$ cat src/rtl/fdc_pkg.sv
package fdc_pkg;
  typedef enum logic [1:0] {PH_CMD, PH_PARAM, PH_EXEC, PH_RES} phase_e;

  localparam logic [7:0] OP_SEEK    = 8'h0F;
  localparam logic [7:0] OP_REL_IN  = 8'hCF;
  localparam logic [7:0] OP_REL_OUT = 8'h8F;
  localparam logic [7:0] OP_SENSE   = 8'h08;
  localparam logic [7:0] OP_READ_ID = 8'h0A;

  localparam logic [7:0] ST_IDLE  = 8'h80;
  localparam logic [7:0] ST_PARAM = 8'h90;
  localparam logic [7:0] ST_EXEC  = 8'h10;
  localparam logic [7:0] ST_RES   = 8'hD0;
  localparam logic [7:0] ST0_SEEK_END = 8'h20;
  localparam logic [7:0] ST0_INVALID  = 8'h80;
endpackage

$ cat src/rtl/fdc_delay_timer.sv
module fdc_delay_timer #(
  parameter int unsigned DELAY = 20
) (
  input  logic clk_i,
  input  logic rst_ni,
  input  logic start_i,
  output logic done_o
);
  localparam int unsigned CW = $clog2(DELAY + 1);

  logic          run_q;
  logic [CW-1:0] cnt_q;

  assign done_o = run_q && (cnt_q == '0);

  always_ff @(posedge clk_i or negedge rst_ni) begin
    if (!rst_ni) begin
      run_q <= 1'b0;
      cnt_q <= '0;
    end else if (start_i) begin
      run_q <= 1'b1;
      cnt_q <= CW'(DELAY - 1);
    end else if (done_o) begin
      run_q <= 1'b0;
    end else if (run_q) begin
      cnt_q <= cnt_q - 1'b1;
    end
  end

  // window counts down one per cycle
  a_r7_count_down: assert property (@(posedge clk_i) disable iff (!rst_ni)
    (run_q && cnt_q != '0 && !start_i) |=> (run_q && cnt_q == $past(cnt_q) - 1'b1));
endmodule

$ cat src/rtl/fdc_result_buf.sv
module fdc_result_buf #(
  parameter int unsigned DEPTH = 7,
  parameter int unsigned W     = 8
) (
  input  logic                 clk_i,
  input  logic                 rst_ni,
  input  logic                 load_i,
  input  logic [$clog2(DEPTH+1)-1:0] len_i,
  input  logic [DEPTH*W-1:0]   data_i,
  input  logic                 pop_i,
  output logic [W-1:0]         data_o,
  output logic                 last_o
);
  localparam int unsigned IW = $clog2(DEPTH + 1);

  logic [W-1:0]  mem_q [DEPTH];
  logic [IW-1:0] idx_q, len_q;

  for (genvar g = 0; g < DEPTH; g++) begin : g_slot
    always_ff @(posedge clk_i or negedge rst_ni) begin
      if (!rst_ni) mem_q[g] <= '0;
      else if (load_i) mem_q[g] <= data_i[g*W +: W];
    end
  end

  always_ff @(posedge clk_i or negedge rst_ni) begin
    if (!rst_ni) begin
      idx_q <= '0;
      len_q <= IW'(1);
    end else if (load_i) begin
      idx_q <= '0;
      len_q <= len_i;
    end else if (pop_i && !last_o) begin
      idx_q <= idx_q + 1'b1;
    end
  end

  assign data_o = (idx_q < IW'(DEPTH)) ? mem_q[idx_q[IW-1:0]] : '0;
  assign last_o = (idx_q == len_q - 1'b1);

  // each read advances to the next stored byte
  a_r8_pop_advance: assert property (@(posedge clk_i) disable iff (!rst_ni)
    (pop_i && !last_o && !load_i) |=> (idx_q == $past(idx_q) + 1'b1));
endmodule

$ cat src/rtl/fdc_cmd_seq.sv
module fdc_cmd_seq
  import fdc_pkg::*;
#(
  parameter int unsigned DELAY_CYCLES = 20
) (
  input  logic       clk_i,
  input  logic       rst_ni,
  input  logic       wr_en_i,
  input  logic [7:0] wr_data_i,
  input  logic       rd_en_i,
  output logic [7:0] rd_data_o,
  output logic [7:0] status_o,
  output logic       irq_o
);
  localparam int unsigned RES_DEPTH = 7;
  localparam int unsigned LW = $clog2(RES_DEPTH + 1);

  phase_e       phase_q;
  logic [7:0]   op_q, cyl_q;
  logic [1:0]   pcnt_q;
  logic [2:0]   hd_q;
  logic         irq_q, pend_q;

  logic                     ld;
  logic [LW-1:0]            ld_len;
  logic [RES_DEPTH*8-1:0]   ld_data;
  logic                     tmr_start, tmr_done, pop, buf_last;
  logic [7:0]               buf_data;
  logic [8:0]               sum;

  assign pop       = rd_en_i && (phase_q == PH_RES);
  assign tmr_start = wr_en_i && (phase_q == PH_PARAM) && (op_q == OP_READ_ID);
  assign sum       = {1'b0, cyl_q} + {1'b0, wr_data_i};

  // result loading: byte 0 is read first
  always_comb begin
    ld      = 1'b0;
    ld_len  = LW'(1);
    ld_data = '0;
    ld_data[7:0] = ST0_INVALID;
    if (phase_q == PH_CMD && wr_en_i) begin
      unique case (wr_data_i)
        OP_SEEK, OP_REL_IN, OP_REL_OUT, OP_READ_ID: ld = 1'b0;
        OP_SENSE: begin
          ld = 1'b1;
          if (pend_q) begin
            ld_len        = LW'(2);
            ld_data[7:0]  = ST0_SEEK_END | {5'b0, hd_q};
            ld_data[15:8] = cyl_q;
          end
        end
        default: ld = 1'b1;
      endcase
    end else if (phase_q == PH_EXEC && tmr_done) begin
      ld      = 1'b1;
      ld_len  = LW'(RES_DEPTH);
      ld_data = {8'd2, 8'd1, {7'b0, hd_q[2]}, cyl_q, 8'd0, 8'd0, {5'b0, hd_q}};
    end
  end

  always_ff @(posedge clk_i or negedge rst_ni) begin
    if (!rst_ni) begin
      phase_q <= PH_CMD;
      op_q    <= '0;
      cyl_q   <= '0;
      pcnt_q  <= '0;
      hd_q    <= '0;
      irq_q   <= 1'b0;
      pend_q  <= 1'b0;
    end else begin
      unique case (phase_q)
        PH_CMD: if (wr_en_i) begin
          op_q <= wr_data_i;
          unique case (wr_data_i)
            OP_SEEK, OP_REL_IN, OP_REL_OUT: begin
              pcnt_q <= 2'd2;
              phase_q <= PH_PARAM;
            end
            OP_READ_ID: begin
              pcnt_q <= 2'd1;
              phase_q <= PH_PARAM;
            end
            OP_SENSE: begin
              if (pend_q) irq_q <= 1'b0;
              pend_q  <= 1'b0;
              phase_q <= PH_RES;
            end
            default: phase_q <= PH_RES;
          endcase
        end
        PH_PARAM: if (wr_en_i) begin
          if (op_q == OP_READ_ID) begin
            hd_q    <= wr_data_i[2:0];
            phase_q <= PH_EXEC;
          end else if (pcnt_q == 2'd2) begin
            hd_q   <= wr_data_i[2:0];
            pcnt_q <= 2'd1;
          end else begin
            unique case (op_q)
              OP_REL_IN:  cyl_q <= sum[8] ? 8'hFF : sum[7:0];
              OP_REL_OUT: cyl_q <= (cyl_q >= wr_data_i) ? cyl_q - wr_data_i : 8'h00;
              default:    cyl_q <= wr_data_i;
            endcase
            irq_q   <= 1'b1;
            pend_q  <= 1'b1;
            pcnt_q  <= 2'd0;
            phase_q <= PH_CMD;
          end
        end
        PH_EXEC: if (tmr_done) begin
          irq_q   <= 1'b1;
          pend_q  <= 1'b0;
          phase_q <= PH_RES;
        end
        PH_RES: if (pop && buf_last) begin
          if (op_q == OP_READ_ID) irq_q <= 1'b0;
          phase_q <= PH_CMD;
        end
        default: phase_q <= PH_CMD;
      endcase
    end
  end

  fdc_delay_timer #(.DELAY(DELAY_CYCLES)) timer_i (
    .clk_i   (clk_i),
    .rst_ni  (rst_ni),
    .start_i (tmr_start),
    .done_o  (tmr_done)
  );

  fdc_result_buf #(.DEPTH(RES_DEPTH), .W(8)) rbuf_i (
    .clk_i  (clk_i),
    .rst_ni (rst_ni),
    .load_i (ld),
    .len_i  (ld_len),
    .data_i (ld_data),
    .pop_i  (pop),
    .data_o (buf_data),
    .last_o (buf_last)
  );

  always_comb begin
    unique case (phase_q)
      PH_PARAM: status_o = ST_PARAM;
      PH_EXEC:  status_o = ST_EXEC;
      PH_RES:   status_o = ST_RES;
      default:  status_o = ST_IDLE;
    endcase
  end

  assign rd_data_o = (phase_q == PH_RES) ? buf_data : 8'h00;
  assign irq_o     = irq_q;

  // seek completion raises irq and returns to command phase
  a_r3_seek_done: assert property (@(posedge clk_i) disable iff (!rst_ni)
    (phase_q == PH_PARAM && wr_en_i && pcnt_q == 2'd1 && op_q != OP_READ_ID)
    |=> (irq_o && status_o == ST_IDLE));
  // sense interrupt drops irq
  a_r5_sense_clears: assert property (@(posedge clk_i) disable iff (!rst_ni)
    (phase_q == PH_CMD && wr_en_i && wr_data_i == OP_SENSE) |=> !irq_o);
  // read ID irq drops with the final byte
  a_r8_irq_last: assert property (@(posedge clk_i) disable iff (!rst_ni)
    (pop && buf_last && op_q == OP_READ_ID) |=> !irq_o);
  // final read returns to idle
  a_r9_back_idle: assert property (@(posedge clk_i) disable iff (!rst_ni)
    (pop && buf_last) |=> (status_o == ST_IDLE));
  // execution leaves the cylinder untouched
  a_r11_exec_stable: assert property (@(posedge clk_i) disable iff (!rst_ni)
    (phase_q == PH_EXEC) |=> $stable(cyl_q));
endmodule

$ cat config.mk
export PLATFORM = sky130hd
export DESIGN_NAME = fdc_cmd_seq
export DESIGN_NICKNAME = d
export VERILOG_FILES = /design/src/rtl/fdc_pkg.sv /design/src/rtl/fdc_delay_timer.sv /design/src/rtl/fdc_result_buf.sv /design/src/rtl/fdc_cmd_seq.sv
export SDC_FILE = /design/constraint.sdc
export NUM_CORES = 1
export LEC_CHECK = 0
export ABC_AREA = 0
export BUFFER_PORTS_ARGS = -buffer_cell sky130_fd_sc_hd__buf_4
export CAP_MARGIN = 40
export CORE_MARGIN = 3
export CORE_UTILIZATION = 41
export CTS_CLUSTER_SIZE = 14
export DETAILED_ROUTE_END_ITERATION = 8
export GPL_ROUTABILITY_DRIVEN = 0
export SYNTH_ARGS = -nofsm -noshare
export SYNTH_HDL_FRONTEND = slang
export SYNTH_SLANG_ARGS = --single-unit
$ cat constraint.sdc
create_clock -name clk_i -period 2.1 [get_ports clk_i]
set_input_delay 0.105 -clock clk_i [delete_from_list [all_inputs] [get_ports clk_i]]
set_output_delay 0.105 -clock clk_i [all_outputs]
set_load 0.02 [all_outputs]
==> metrics.txt, run 1 <==
# TYPE chip_impl_metric gauge
chip_impl_metric{name="cp_slowest_stage_delay",unit="ps"} 410
chip_impl_metric{name="post_synth_fa_ha_maj_area_fraction",unit=""} 0.0954
chip_impl_metric{name="clock-skew-final",unit="ps"} 10.6
chip_impl_info{name="critical_path_class",value="flop to flop"} 1
chip_impl_metric{name="fp.dieArea",unit="µm²"} 10500
chip_impl_metric{name="drt_first_pass_iters",unit=""} 5
chip_impl_metric{name="synth_xor_area_frac",unit=""} 0.0389
chip_impl_metric{name="met3_length",unit="µm"} 535
chip_impl_metric{name="pwr-share-comb",unit=""} 0.577
chip_impl_metric{name="cap_violations",unit=""} 0
chip_impl_metric{name="post_drt_via_cell_ratio",unit=""} 5.62
chip_impl_metric{name="timing.final.max_slew_violations",unit=""} 0
chip_impl_metric{name="fmaxAchievable",unit="GHz"} 0.455
chip_impl_metric{name="inserted_clock_buffers",unit=""} 9
chip_impl_metric{name="clockBufferDepth",unit=""} 2
chip_impl_metric{name="grt_pass1_wl",unit="mm"} 16.7
chip_impl_metric{name="synth_mux_area_frac",unit=""} 0.0601
chip_impl_info{name="synthMostInstantiatedCell",value="sky130_fd_sc_hd__dfrtp_1"} 1
chip_impl_metric{name="p_sw_frac",unit=""} 0.414
chip_impl_metric{name="seq_power_share",unit=""} 0.265
chip_impl_metric{name="first_global_vias",unit=""} 3309
chip_impl_metric{name="synth-seq-area-share",unit=""} 0.386
chip_impl_info{name="top_layer_used",value="met4"} 1
chip_impl_info{name="failing_checks",value="setup timing"} 1
chip_impl_metric{name="worstMarginPinSlew",unit="ps"} 758
chip_impl_metric{name="power.density_cell_area",unit="nW/µm²"} 1340
chip_impl_metric{name="antenna_cells",unit=""} 0
chip_impl_info{name="clock_tree_from_tritoncts",value="built"} 1
chip_impl_metric{name="worst-endpoint-arrival",unit="ps"} 2410
chip_impl_info{name="r2r_start",value="cyl_q[0]"} 1
chip_impl_metric{name="critical_path.max_fanout",unit=""} 3
chip_impl_metric{name="synthesis_to_layout_area_growth",unit="%"} 30.4
chip_impl_metric{name="worstHoldPathCells",unit=""} 3
chip_impl_metric{name="postSynthAreaPerCell",unit="µm²"} 9.46
chip_impl_metric{name="multi_input_gate_area",unit="µm²"} 2370
chip_impl_metric{name="drt.antenna.violating_nets",unit=""} 0
chip_impl_metric{name="peakVddDrop",unit="mV"} 0.595
chip_impl_metric{name="grt_usage",unit=""} 0.205
chip_impl_metric{name="worstRegToRegCells",unit=""} 9
chip_impl_metric{name="hold_viol_final",unit=""} 0
chip_impl_metric{name="tritoncts_sink_count",unit=""} 59
chip_impl_metric{name="vias",unit=""} 3389
chip_impl_metric{name="post_synth_inst_count",unit=""} 405
chip_impl_metric{name="rows",unit=""} 34
chip_impl_info{name="synth.cells.most_frequent",value="sky130_fd_sc_hd__dfrtp_1, sky130_fd_sc_hd__nand2_1, sky130_fd_sc_hd__nor2_1"} 1
chip_impl_info{name="hp_class",value="input pin to flop"} 1
chip_impl_metric{name="htreeDepth",unit=""} 3
chip_impl_metric{name="finalSetupViolations",unit=""} 5
chip_impl_info{name="yosys-top-cells-area",value="sky130_fd_sc_hd__dfrtp_1, sky130_fd_sc_hd__ha_1, sky130_fd_sc_hd__nand2_1"} 1
chip_impl_metric{name="synth-edff-count",unit=""} 0
chip_impl_info{name="holdCritStartpoint",value="wr_data_i[2]"} 1
chip_impl_metric{name="initial_antenna_violation_count",unit=""} 0
chip_impl_info{name="crit_slowest_cell",value="sky130_fd_sc_hd__dfrtp_1"} 1
chip_impl_metric{name="ys_async_sr_fraction",unit=""} 1.00
chip_impl_metric{name="drcViolationCount",unit=""} 0
chip_impl_metric{name="slew_headroom",unit=""} 0.495
chip_impl_metric{name="final.setup.tns",unit="ps"} -241
chip_impl_metric{name="coreArea",unit="µm²"} 8890
chip_impl_metric{name="power.share.clock",unit=""} 0.158
chip_impl_metric{name="drt-initial-drc-count",unit=""} 226
chip_impl_metric{name="portBuffers",unit=""} 23
chip_impl_metric{name="initial_core_util",unit=""} 0.431
chip_impl_metric{name="dr_wl_met2",unit="mm"} 4.75
chip_impl_metric{name="layout_min_cycle_time",unit="ps"} 2200
chip_impl_info{name="r2r-end",value="cyl_q[1]"} 1
chip_impl_metric{name="post-route-period-util",unit=""} 1.05
chip_impl_metric{name="fp.dieH",unit="µm"} 103
chip_impl_metric{name="synth_compound_area_frac",unit=""} 0.192
chip_impl_metric{name="ios",unit=""} 29
chip_impl_metric{name="totalWireLength",unit="mm"} 10.3
chip_impl_info{name="rsz0062_at_grt",value="yes"} 1
chip_impl_metric{name="final_routed_wire_length_divided_by_cell_count",unit="µm"} 17.0
chip_impl_info{name="setup.worst_path.start_class",value="flop"} 1
chip_impl_metric{name="drt-met1-wl",unit="mm"} 4.66
chip_impl_info{name="min_to",value="op_q[2]"} 1
chip_impl_info{name="worstPathCellList",value="ha_2 > fa_2 > nand2b_1 > a221o_1 > a31oi_2 > buf_4 > o21a_1 > a221oi_2 > o21ai_2"} 1
chip_impl_metric{name="synth_largest_type_area_fraction",unit=""} 0.379
chip_impl_info{name="dominant_combinational_cell_family_by_area_after_synthesis",value="compound AO/OA/AOI/OAI gates"} 1
chip_impl_metric{name="insertion_delay",unit="ps"} 350
chip_impl_info{name="ys_dominant_reg_cell",value="sky130_fd_sc_hd__dfrtp_1"} 1
chip_impl_metric{name="fillerInstances",unit=""} 769
chip_impl_metric{name="post_synth_num_cell_types",unit=""} 68
chip_impl_metric{name="yosys.area_share.simple",unit=""} 0.167
chip_impl_metric{name="dp_hpwl",unit="mm"} 7.37
chip_impl_metric{name="yosys_register_bits",unit=""} 59
chip_impl_info{name="critical_path.endpoint_type",value="flop"} 1
chip_impl_metric{name="final.hold.worst_slack",unit="ps"} 130
chip_impl_metric{name="internal_power",unit="mW"} 3.92
chip_impl_metric{name="timing.critical_path.required",unit="ps"} 2310
chip_impl_metric{name="syn_area",unit="µm²"} 3830
chip_impl_metric{name="setup_ws",unit="ps"} -98.9
chip_impl_metric{name="maximum_number_of_pins_on_one_net_before_global_route_repair",unit=""} 60
chip_impl_info{name="run_status",value="finished, violations left"} 1
chip_impl_info{name="root_buffer",value="sky130_fd_sc_hd__clkbuf_8"} 1
chip_impl_metric{name="power.leakage",unit="nW"} 2.27
chip_impl_metric{name="clkTransAtPathRegs",unit="ps"} 70
chip_impl_metric{name="final_net_count",unit=""} 530
chip_impl_metric{name="layout.area.seq",unit="µm²"} 1480
chip_impl_metric{name="switching_power",unit="mW"} 2.77
chip_impl_metric{name="layout-drive-gt1-share",unit=""} 0.337
chip_impl_metric{name="synth_warnings",unit=""} 0
chip_impl_metric{name="grt_overflow_total",unit=""} 0
chip_impl_metric{name="die_width",unit="µm"} 103
chip_impl_metric{name="timing.reg2reg.setup_slack",unit="ps"} -100
chip_impl_info{name="synthDominantAreaCellType",value="sky130_fd_sc_hd__dfrtp_1"} 1
placed cells by master (no fill, tap or decap), types with 3 or more instances in the layout:
cell type                   n
sky130_fd_sc_hd__nand4b_1   3
sky130_fd_sc_hd__nor3_1     3
sky130_fd_sc_hd__a22o_1    12
sky130_fd_sc_hd__and3_1     3
sky130_fd_sc_hd__a21oi_2    3
sky130_fd_sc_hd__nand3_1    6
sky130_fd_sc_hd__xor2_1     5
sky130_fd_sc_hd__a31oi_2    3
sky130_fd_sc_hd__a22oi_1    4
sky130_fd_sc_hd__o211ai_1   3
sky130_fd_sc_hd__a31oi_1    5
sky130_fd_sc_hd__conb_1     5
sky130_fd_sc_hd__nor2_1    29
sky130_fd_sc_hd__dfrtp_1   57
sky130_fd_sc_hd__mux2_2    11
sky130_fd_sc_hd__o22ai_1    3
sky130_fd_sc_hd__nand4_1    4
sky130_fd_sc_hd__inv_1     26
sky130_fd_sc_hd__clkbuf_8   9
sky130_fd_sc_hd__ha_4       4
sky130_fd_sc_hd__xnor2_1   11
sky130_fd_sc_hd__ha_1      18
sky130_fd_sc_hd__buf_4     90
sky130_fd_sc_hd__o21ai_0   23
sky130_fd_sc_hd__mux2_4     3
sky130_fd_sc_hd__and4_1     3
sky130_fd_sc_hd__nand2b_1   6
sky130_fd_sc_hd__a21oi_1   12
sky130_fd_sc_hd__ha_2       4
sky130_fd_sc_hd__mux2i_1    5
sky130_fd_sc_hd__a21o_1     5
sky130_fd_sc_hd__nand2_1   45
per-stage QoR:
step	cells	total power [mW]	setup WS (ps)	utilization	area [µm²]
finish	603	6.69	-98.9	0.562	5000
global route	603	7.15	-150	0.562	5000
CTS	600	6.39	-27.8	0.544	4840
detailed placement	580	5.11	-179	0.507	4500
global placement	580	5.05	-110	0.507	4500
floorplan	409	3.80	-19.0	-	3850
kinds of logic (layout without fill, tap and decap cells):
family	Yosys count	in the layout
flops	59	59
mux	20	20
xor+xnor	17	17
simple gates	125	125
fa+ha+maj	28	28
other cells	1	5
compound gates	104	104
buf+inv	51	137
critical path: cells and delay by family (launching register included):
family	cells	cell delay, ps
simple gates	1	100
compound gates	5	830
flops	1	410
fa+ha+maj	2	550
buf+inv	1	170
power groups by stage:
stage	clock network [mW]	registers (mW)	logic, mW
finish	1.06	1.77	3.86
global route	1.13	1.82	4.20
CTS	1.09	1.75	3.55
floorplan	0	1.76	2.03
detailed placement	0	1.77	3.34
global placement	0	1.74	3.31
layer usage:
metal | global-route usage | vias up
li1 | - | 1601
met1 | 0.270 | 1635
met2 | 0.319 | 121
met3 | 0.0535 | 32
met4 | 0.0868 | 0
met5 | 0 | -
state kept, by name (all words and copies together) (netlist names), 2 cells and up:
name	cells
cyl_q	8
op_q	8
hd_q	3
timer_i.cnt_q	5
pcnt_q	2
rbuf_i.idx_q	3
rbuf_i.mem_q	23
phase_q	2
rbuf_i.len_q	2
worst max path at each step:
stage / startpoint / to / slack [ps] / cells after the start
4_1_cts: cyl_q[0] / cyl_q[7] / -30 / 8
6_report: cyl_q[0] / cyl_q[1] / -100 / 9
3_5_place_dp: rbuf_i.len_q[0] / irq_o / -180 / 7
5_1_grt: cyl_q[1] / cyl_q[7] / -150 / 7
3_3_place_gp: rbuf_i.len_q[0] / irq_o / -110 / 7
2_1_floorplan: cyl_q[0] / cyl_q[7] / -20 / 8
what timing repair did:
item | in CTS | in global routing
endpoints found under the hold margin | 58 | 0
pin swaps | 11 | 11
cloned | 0 | 0
endpoints found under the setup margin | 11 | 12
resized for setup | 23 | 26
buffers inserted | 3 | 3
hold buffers | 1 | 0
area by class of cell:
| type | count | area share |
|---|---|---|
| flip-flops and latches | 59 | 0.296 |
| clock inverters | 7 | 0.0153 |
| well taps | 108 | 0.0270 |
| multi-input cells | 299 | 0.474 |
| clock buffers | 9 | 0.0248 |
| repair buffers | 93 | 0.142 |
| inverters | 28 | 0.0210 |
(Power assumes the default switching activity.)
==> inputs of run 2 (changes only) <==
REMOVE_ABC_BUFFERS = 1   (was not set)
==> run 2 against run 1 <==
- the flow still finishes with violations (setup timing)
- combinational power rose by 2%
- worst hold slack better by 15 ps
- clock skew shrank 4.9 ps
- critical endpoint is now cyl_q[7]
==> metrics.txt, run 2 (synthesis gave the netlist of run 1 again) <==
# TYPE chip_impl_metric gauge
chip_impl_metric{name="clkTransAtPathRegs",unit="ps"} 70
chip_impl_metric{name="antenna_cells",unit=""} 0
chip_impl_metric{name="totalWireLength",unit="mm"} 9.98
chip_impl_metric{name="drt_first_pass_iters",unit=""} 4
chip_impl_metric{name="number_of_flip_flops_under_the_largest_register_name",unit=""} 23
chip_impl_info{name="worstPathCellList",value="ha_1 > nor2b_1 > o2111ai_2 > o211ai_1 > or4_1 > a31oi_2 > o32a_1"} 1
chip_impl_metric{name="drt.antenna.violating_nets",unit=""} 0
chip_impl_metric{name="timing.reg2reg.setup_slack",unit="ps"} -120
chip_impl_metric{name="fillerInstances",unit=""} 769
chip_impl_metric{name="layout-drive-gt1-share",unit=""} 0.342
chip_impl_metric{name="die_width",unit="µm"} 103
chip_impl_metric{name="fin_total_pwr",unit="mW"} 6.90
chip_impl_metric{name="place_area",unit="µm²"} 4510
chip_impl_metric{name="hold_viol_final",unit=""} 0
chip_impl_metric{name="peakVddDrop",unit="mV"} 0.603
chip_impl_metric{name="portBuffers",unit=""} 23
chip_impl_metric{name="post-route-period-util",unit=""} 1.06
chip_impl_info{name="min_to",value="op_q[7]"} 1
chip_impl_metric{name="cp_num_buf_inv",unit=""} 0
chip_impl_metric{name="critical_path.max_fanout",unit=""} 3
chip_impl_info{name="rsz0062_at_grt",value="yes"} 1
chip_impl_metric{name="final.setup.tns",unit="ps"} -391
chip_impl_metric{name="design_area",unit="µm²"} 5100
chip_impl_metric{name="fmaxAchievable",unit="GHz"} 0.450
chip_impl_metric{name="htreeDepth",unit=""} 3
chip_impl_info{name="failing_checks",value="setup timing"} 1
chip_impl_metric{name="drcViolationCount",unit=""} 0
chip_impl_metric{name="post_drt_via_cell_ratio",unit=""} 5.49
chip_impl_info{name="biggestRegsByFlops",value="rbuf_i.mem_q x23, cyl_q x8, op_q x8"} 1
chip_impl_info{name="r2r_start",value="cyl_q[1]"} 1
chip_impl_metric{name="timing.final.max_slew_violations",unit=""} 0
chip_impl_metric{name="clockBufferDepth",unit=""} 2
chip_impl_info{name="critical_path_class",value="flop to flop"} 1
chip_impl_metric{name="slew_headroom",unit=""} 0.484
chip_impl_metric{name="layout_min_cycle_time",unit="ps"} 2220
chip_impl_metric{name="setup_ws",unit="ps"} -123
chip_impl_metric{name="grt_usage",unit=""} 0.197
chip_impl_info{name="run_status",value="finished, violations left"} 1
chip_impl_metric{name="worst-endpoint-arrival",unit="ps"} 2490
chip_impl_metric{name="finalSetupViolations",unit=""} 6
chip_impl_metric{name="placed_cells",unit=""} 582
chip_impl_info{name="crit_slowest_cell",value="sky130_fd_sc_hd__dfrtp_2"} 1
chip_impl_info{name="mostFrequentLayoutCells",value="sky130_fd_sc_hd__buf_4, sky130_fd_sc_hd__dfrtp_1, sky130_fd_sc_hd__nand2_1"} 1
chip_impl_metric{name="final.hold.worst_slack",unit="ps"} 145
chip_impl_metric{name="fp.dieArea",unit="µm²"} 10500
chip_impl_metric{name="final_core_util",unit=""} 0.573
chip_impl_metric{name="multi_input_gate_area",unit="µm²"} 2410
chip_impl_metric{name="rows",unit=""} 34
chip_impl_info{name="critical_path.endpoint_type",value="flop"} 1
chip_impl_metric{name="first_global_vias",unit=""} 3265
chip_impl_metric{name="tritoncts_sink_count",unit=""} 59
chip_impl_metric{name="worstRegToRegCells",unit=""} 7
chip_impl_metric{name="synthesis_to_layout_area_growth",unit="%"} 33.1
chip_impl_metric{name="vias",unit=""} 3322
chip_impl_metric{name="worstMarginPinSlew",unit="ps"} 775
chip_impl_metric{name="worstHoldPathCells",unit=""} 3
chip_impl_metric{name="insertion_delay",unit="ps"} 330
chip_impl_metric{name="timing.critical_path.required",unit="ps"} 2370
chip_impl_metric{name="grt_overflow_total",unit=""} 0
chip_impl_info{name="cpLargestDelayFamily",value="compound AO/OA/AOI/OAI gates"} 1
chip_impl_info{name="clock_tree_from_tritoncts",value="built"} 1
chip_impl_metric{name="drt-initial-drc-count",unit=""} 187
chip_impl_metric{name="finish.cell_count_without_fillers",unit=""} 605
chip_impl_info{name="hp_class",value="input pin to flop"} 1
chip_impl_metric{name="preCtsSetupSlack",unit="ps"} -203
chip_impl_metric{name="ios",unit=""} 29
chip_impl_metric{name="cap_violations",unit=""} 0
chip_impl_info{name="holdCritStartpoint",value="wr_data_i[7]"} 1
chip_impl_metric{name="power.leakage",unit="nW"} 2.31
chip_impl_info{name="root_buffer",value="sky130_fd_sc_hd__clkbuf_8"} 1
chip_impl_metric{name="final_routed_wire_length_divided_by_cell_count",unit="µm"} 16.5
chip_impl_metric{name="maximum_number_of_pins_on_one_net_before_global_route_repair",unit=""} 60
chip_impl_metric{name="fp.dieH",unit="µm"} 103
chip_impl_metric{name="power.density_cell_area",unit="nW/µm²"} 1350
chip_impl_metric{name="layout.area.seq",unit="µm²"} 1480
chip_impl_info{name="setup.worst_path.start_class",value="flop"} 1
chip_impl_info{name="mostFrequentLayoutCell",value="sky130_fd_sc_hd__buf_4"} 1
chip_impl_metric{name="cp_slowest_stage_delay",unit="ps"} 460
chip_impl_metric{name="grt_pass1_wl",unit="mm"} 16.2
chip_impl_metric{name="inserted_clock_buffers",unit=""} 9
chip_impl_metric{name="final_net_count",unit=""} 532
chip_impl_info{name="registers.top_by_ff_count",value="rbuf_i.mem_q"} 1
chip_impl_metric{name="initial_core_util",unit=""} 0.431
chip_impl_metric{name="clock-skew-final",unit="ps"} 5.71
chip_impl_metric{name="coreArea",unit="µm²"} 8890
chip_impl_info{name="r2r-end",value="cyl_q[7]"} 1
chip_impl_metric{name="initial_antenna_violation_count",unit=""} 0
chip_impl_metric{name="dp_hpwl",unit="mm"} 7.16
==> run 2: changes by cell type in the layout (fill, tap and decap cells not counted), moves of 2 or more <==
| cell | change |
|---|---|
| sky130_fd_sc_hd__clkinv_4 | -2 |
| sky130_fd_sc_hd__o21ai_1 | +3 |
| sky130_fd_sc_hd__ha_2 | -2 |
| sky130_fd_sc_hd__o21ai_2 | -2 |
| sky130_fd_sc_hd__a31oi_4 | +2 |
| sky130_fd_sc_hd__clkbuf_8 | +2 |
==> run 2: worst max-delay path by stage <==
stage               startpoint               end  slack (ps)  cells past startpoint
floorplan           phase_q[0]  rbuf_i.mem_q[40]        -260                      6
global placement      cyl_q[0]          cyl_q[7]        -130                      8
detailed placement    cyl_q[0]          cyl_q[7]        -200                      8
CTS                   cyl_q[1]          cyl_q[7]         -70                      8
global route          cyl_q[0]          cyl_q[7]        -220                     10
finish                cyl_q[1]          cyl_q[7]        -120                      7
==> run 2: per-layer routing <==
layer | part of all wire | vias up | routed length, µm | track usage
li1 | - | 1614 | - | -
met3 | 0.041 | 26 | 410 | 0.0406
met1 | 0.47 | 1589 | 4690 | 0.275
met4 | 0.024 | 0 | 240 | 0.0636
met2 | 0.46 | 93 | 4630 | 0.308
met5 | 0 | - | 0 | 0
==> run 2: power breakdown <==
group | switching [mW] | internal (mW) | total (mW)
combinational | 2.03 | 1.90 | 3.92
sequential | 0.287 | 1.50 | 1.79
clock | 0.455 | 0.732 | 1.19
==> run 2: worst min-delay path, stage by stage <==
cell                      delay (ps)
sky130_fd_sc_hd__buf_4           140
sky130_fd_sc_hd__inv_1           100
sky130_fd_sc_hd__o21ai_0          90
==> run 2: what timing repair did <==
item | in CTS | in global routing
hold buffers | 1 | 0
gates resized for setup | 29 | 29
setup endpoints to repair | 10 | 11
pin swaps | 14 | 16
buffers inserted | 4 | 2
hold endpoints to repair | 58 | 0
==> run 2: layout make-up <==
class,instances,area share
flip-flops and latches,59,0.290
repair buffers,95,0.145
inverters,28,0.0206
well taps,108,0.0265
clock inverters,4,0.0142
multi-input cells,299,0.473
clock buffers,12,0.0304
